===== src/rtl/baud_pair_pkg.sv =====
package baud_pair_pkg;

    localparam int NUM_CH     = 2;
    localparam int CODE_W     = 4;
    localparam int DIV_W      = 13;
    localparam int REF_HZ     = 4915200;
    localparam int OVERSAMPLE = 16;
    localparam int MIN_DIV    = 16;

    typedef logic [CODE_W-1:0] rate_code_t;
    typedef logic [DIV_W-1:0]  div_t;

    typedef struct packed {
        div_t cnt;
        div_t half;
        logic tick;
    } div_state_t;

    // line rate in tenths of a baud, so 134.5 stays exact
    function automatic int rate_x10(rate_code_t c);
        case (c)
            4'h0:    return 500;
            4'h1:    return 750;
            4'h2:    return 1100;
            4'h3:    return 1345;
            4'h4:    return 1500;
            4'h5:    return 3000;
            4'h6:    return 6000;
            4'h7:    return 12000;
            4'h8:    return 18000;
            4'h9:    return 20000;
            4'hA:    return 24000;
            4'hB:    return 36000;
            4'hC:    return 48000;
            4'hD:    return 72000;
            4'hE:    return 96000;
            default: return 192000;
        endcase
    endfunction

    // rounded reference cycles per 16x period
    function automatic div_t code_to_div(rate_code_t c);
        int num;
        int den;
        num = REF_HZ * 10;
        den = OVERSAMPLE * rate_x10(c);
        return div_t'((num + den / 2) / den);
    endfunction

    function automatic rate_code_t default_code(int ch);
        return (ch == 0) ? rate_code_t'(4'h5) : rate_code_t'(4'hE);
    endfunction

endpackage


===== src/rtl/baud_code_reg.sv =====
module baud_code_reg
    import baud_pair_pkg::*;
#(
    parameter int LANE = 0,
    parameter int BYTE_W = 8
) (
    input  logic              clk,
    input  logic              rst,
    input  logic              wr,
    input  logic [BYTE_W-1:0] wdata,
    output rate_code_t        code_o
);
    localparam int LSB = LANE * CODE_W;
    localparam rate_code_t RST_CODE = default_code(LANE);

    rate_code_t code_q;

    always_ff @(posedge clk) begin
        if (rst)
            code_q <= RST_CODE;
        else if (wr)
            code_q <= wdata[LSB +: CODE_W];
    end

    assign code_o = code_q;
endmodule


===== src/rtl/baud_divider.sv =====
module baud_divider
    import baud_pair_pkg::*;
(
    input  logic       clk,
    input  logic       rst,
    input  logic       warm_rst,
    input  rate_code_t code_i,
    output logic       tick_o,
    output logic       sqclk_o
);
    div_state_t st_q;
    div_t       div_sel;

    assign div_sel = code_to_div(code_i);

    always_ff @(posedge clk) begin
        if (rst || warm_rst) begin
            st_q <= '0;
        end else if (st_q.cnt == '0) begin
            st_q.cnt  <= div_sel - div_t'(1);
            st_q.half <= div_sel >> 1;
            st_q.tick <= 1'b1;
        end else begin
            st_q.cnt  <= st_q.cnt - div_t'(1);
            st_q.tick <= 1'b0;
        end
    end

    assign tick_o  = st_q.tick;
    assign sqclk_o = (st_q.half != '0) && (st_q.cnt >= st_q.half);
endmodule


===== src/rtl/baud_pair_gen.sv =====
module baud_pair_gen
    import baud_pair_pkg::*;
(
    input  logic              clk,
    input  logic              rst,
    input  logic              warm_rst,
    input  logic [NUM_CH-1:0] wr_en,
    input  logic [7:0]        wdata,
    output logic [NUM_CH-1:0] tick,
    output logic [NUM_CH-1:0] sqclk
);
    logic [NUM_CH*CODE_W-1:0] code_vec;

    for (genvar ch = 0; ch < NUM_CH; ch++) begin : g_ch
        rate_code_t code_w;

        baud_code_reg #(.LANE(ch), .BYTE_W(8)) u_code (
            .clk   (clk),
            .rst   (rst),
            .wr    (wr_en[ch]),
            .wdata (wdata),
            .code_o(code_w)
        );

        baud_divider u_div (
            .clk     (clk),
            .rst     (rst),
            .warm_rst(warm_rst),
            .code_i  (code_w),
            .tick_o  (tick[ch]),
            .sqclk_o (sqclk[ch])
        );

        assign code_vec[ch*CODE_W +: CODE_W] = code_w;
    end
endmodule


===== config.mk =====
export PLATFORM = sky130hd
export DESIGN_NAME = baud_pair_gen
export DESIGN_NICKNAME = d
export VERILOG_FILES = /design/src/rtl/baud_pair_pkg.sv /design/src/rtl/baud_code_reg.sv /design/src/rtl/baud_divider.sv /design/src/rtl/baud_pair_gen.sv
export SDC_FILE = /design/constraint.sdc
export NUM_CORES = 2
export LEC_CHECK = 0
export ABC_CLOCK_PERIOD_IN_PS = 208400
export BUFFER_PORTS_ARGS = -buffer_cell sky130_fd_sc_hd__buf_4
export CAP_MARGIN = 20
export CORE_MARGIN = 4
export CORE_UTILIZATION = 50
export CTS_BUF_LIST = sky130_fd_sc_hd__clkbuf_4 sky130_fd_sc_hd__clkbuf_8 sky130_fd_sc_hd__clkbuf_16
export DETAILED_ROUTE_END_ITERATION = 7
export GPL_TIMING_DRIVEN = 1
export PLACE_DENSITY = 0.65
export SLEW_MARGIN = 20
export SYNTH_ARGS = -nofsm -noshare
export SYNTH_HDL_FRONTEND = slang
export SYNTH_SLANG_ARGS = --single-unit

===== constraint.sdc =====
create_clock -name clk -period 208.4 [get_ports clk]
set_input_delay 10.42 -clock clk [delete_from_list [all_inputs] [get_ports clk]]
set_output_delay 10.42 -clock clk [all_outputs]
set_load 0.05 [all_outputs]

==> key figures <==
CTS
  • Cts-stage hold buffer count: 0
  • Clock sink total: 96
  • H-tree depth: 3
  • Worst-path clk slew: approximately 0.08 ns
  • Setup bufs post-CTS: 0
  • Clock network latency to the later pin of the worst-skew pair: around 0.40 ns
  • Post-CTS Resized: 0
  • CTS Root Cell: clkbuf_16
  • CTS tree: built
  • TritonCTS buffer count: 9
  • Maximum clock path buffer count: 2

Final layout
  • Most common cell after layout, fill and taps aside: ha_1
  • Final nets: between 6000 and 7000
  • Fraction of layout cells with a size suffix above 1: 0.0815
  • Area Growth Syn to Fin: 4.08%
  • Most frequent cells in the layout: 756 x ha_1, 597 x nor2_1, 492 x nand2_1

Worst setup path
  • Critical Path Start Type: flop
  • Critical path fanouts, max: 44
  • CP most frequent cell: o21a_1
  • Crit Path Class: reg2reg
  • CP peak stage delay: roughly 1.0 ns
  • Worst EP required: 208.67 ns
  • CP Capture Type: flop
  • Arrival @ worst endpoint: 78.89 ns
  • Crit path max-delay family: compound AO/OA/AOI/OAI gates
  • Slowest CP cell: a311o_1
  • Buf/Inv on CP: 10

Yosys
  • Yosys cell types: between 100 and 150
  • Synth async-reset ratio: 0
  • Synthesized area per cell: between 7 and 8 sq um
  • Number of synthesized flops with an enable pin: 0
  • Synthesized cell area: 42200 sq um
  • Synth Warn #: 0
  • Seq cells post-synth: 96
  • Register area share after synthesis: 0.0455
  • Primary FF master, synth: dfxtp_1
  • Post-Syn Instances: approximately 5900

GRT
  • Grt total ovfl: 0
  • Vias in the first global route: slightly above 40000
  • Initial antenna violation count: 4
  • Pin count of the biggest net entering global routing: 45
  • First-pass GRT wire length: around 210000 microns
  • Gr usage total: 0.284

Timing
  • RSZ-0062 raised after global routing: false
  • Fin Clk Skew: between 0.02 and 0.025 ns
  • Worst Tran Pin Value: approximately 1.1 ns
  • Setup TNS: 0 ns
  • Final Slew Violations: 0
  • Fin. Hold Viols: 0
  • Setup-failing EPs final: 0
  • Post-route clock period utilization: 0.377
  • Fmax: between 0.01 and 0.015 GHz
  • Minimum clock period after layout: between 70 and 80 ns
  • Rel. slew slack: 0.260

Routing
  • Vias: between 40000 and 50000
  • Drt first pass iters: 6
  • Final WL: 133000 microns
  • Detail Route Antenna Nets: 0
  • Drt via density: ~6.4
  • Iter 0 DRT Violations: between 3000 and 4000
  • DR WL/cell: 19.2 microns
  • Drc violations: 0

Floorplanning
  • Starting density of the core: 0.505
  • Num ports: 17
  • Die width: 299 microns
  • FP Rows: 106
  • CORE AREA: ~84000 sq um
  • Die area: a little under 90000 sq um
  • Die Span Y: between 200 and 300 microns

Job
  • Max cap viols: 0

Placement
  • Number of port buffers: 16
  • Routability cong.: between 0.9 and 1
  • Dpl hpwl: around 110000 microns

Status
  • Status: finished clean

Hold path
  • Min-Delay Path Class: reg2reg
logic make-up (layout without fill, tap and decap cells):
logic type / after synthesis / in the layout / synth area share
XOR/XNOR: 314 / 314 / 0.0651
multiplexers: 260 / 260 / 0.0684
AO/OA/AOI/OAI: 1879 / 1879 / 0.307
flip-flops: 96 / 96 / 0.0455
buffers and inverters: 387 / 305 / 0.0362
other: 2 / 15 / 0.000178
adder cells (fa/ha/maj): 757 / 757 / 0.224
AND/OR/NAND/NOR: 2180 / 2180 / 0.254
worst register-to-register path: cells and delay by family (launching register included):
family                   cells  cell delay [ns]
AND/OR/NAND/NOR             76            19.72
multiplexers                 4             1.45
adder cells (fa/ha/maj)     27             8.72
flip-flops                   1             0.43
buffers and inverters       10             2.54
XOR/XNOR                     1             0.17
AO/OA/AOI/OAI              187            45.53
path summary, 6_finish.rpt:
| kind | start | endpoint | slack [ns] | cells past startpoint |
|---|---|---|---|---|
| max | flop | g_ch[0].u_div.st_q[24] | 129.78 | 305 |
| min | g_ch[1].u_div.st_q[1] | g_ch[1].u_div.st_q[1] | 0.50 | 2 |
| max reg2reg | flop | g_ch[0].u_div.st_q[24] | 129.78 | 305 |
| min reg2reg | g_ch[1].u_div.st_q[1] | g_ch[1].u_div.st_q[1] | 0.50 | 2 |
synthesized netlist by cell type (20+ instances only):
library cell / instances / area (sq um)
nor4_1: 52 / 325
mux2_2: 189 / 2130
dfxtp_1: 96 / 1920
a211oi_1: 65 / 488
xor2_1: 134 / 1170
o21a_1: 315 / 2360
o211ai_1: 62 / 465
xnor2_1: 180 / 1580
nor2b_1: 79 / 494
nand4_1: 72 / 450
mux2i_1: 59 / 591
clkbuf_1: 145 / 544
o22ai_1: 20 / 125
o31ai_1: 123 / 923
a221oi_1: 20 / 175
a21o_1: 151 / 1130
inv_1: 198 / 743
or2_2: 58 / 363
a211o_1: 23 / 201
nand3_1: 118 / 591
or3_1: 75 / 469
and2_1: 42 / 263
a21oi_1: 421 / 2110
nand2_1: 492 / 1850
nand2b_1: 67 / 419
o2111ai_1: 24 / 210
o21ai_0: 285 / 1430
nor3_1: 359 / 1800
nor2_1: 597 / 2240
o21bai_1: 33 / 248
ha_1: 756 / 9460
a31oi_1: 57 / 357
and3_1: 46 / 288
routing by layer:
metal	GRT usage	part of all wire
met4	0.0542	0.019
met3	0.0346	0.072
met1	0.421	0.49
met2	0.441	0.42
met5	0	0.00011
metrics by stage:
stage | worst slack, ns | hold WS (ns) | area [sq um] | std cells | util
CTS | 130.42 | 0.504 | 43900 | 6938 | 0.525
global placement | 130.95 | 0.490 | 43600 | 6922 | 0.521
floorplan | 140.70 | 0.449 | 42300 | 5887 | -
global route | 123.82 | 0.531 | 43900 | 6939 | 0.525
detailed placement | 130.85 | 0.491 | 43600 | 6922 | 0.521
finish | 129.78 | 0.498 | 43900 | 6940 | 0.525
layout make-up:
| class | count | area (sq um) |
|---|---|---|
| tap | 1134 | 1420 |
| sequential | 96 | 1920 |
| antenna | 1 | 2.50 |
| fill | 8395 | 39700 |
| timing repair buffer | 87 | 661 |
| clock inverter | 7 | 85.1 |
| clock buffer | 9 | 225 |
| inverter | 202 | 758 |
| multi-input combinational | 5404 | 38900 |
Power is not shown: default switching activity piles up to over one toggle a cycle in this logic, so the estimate is an artifact.
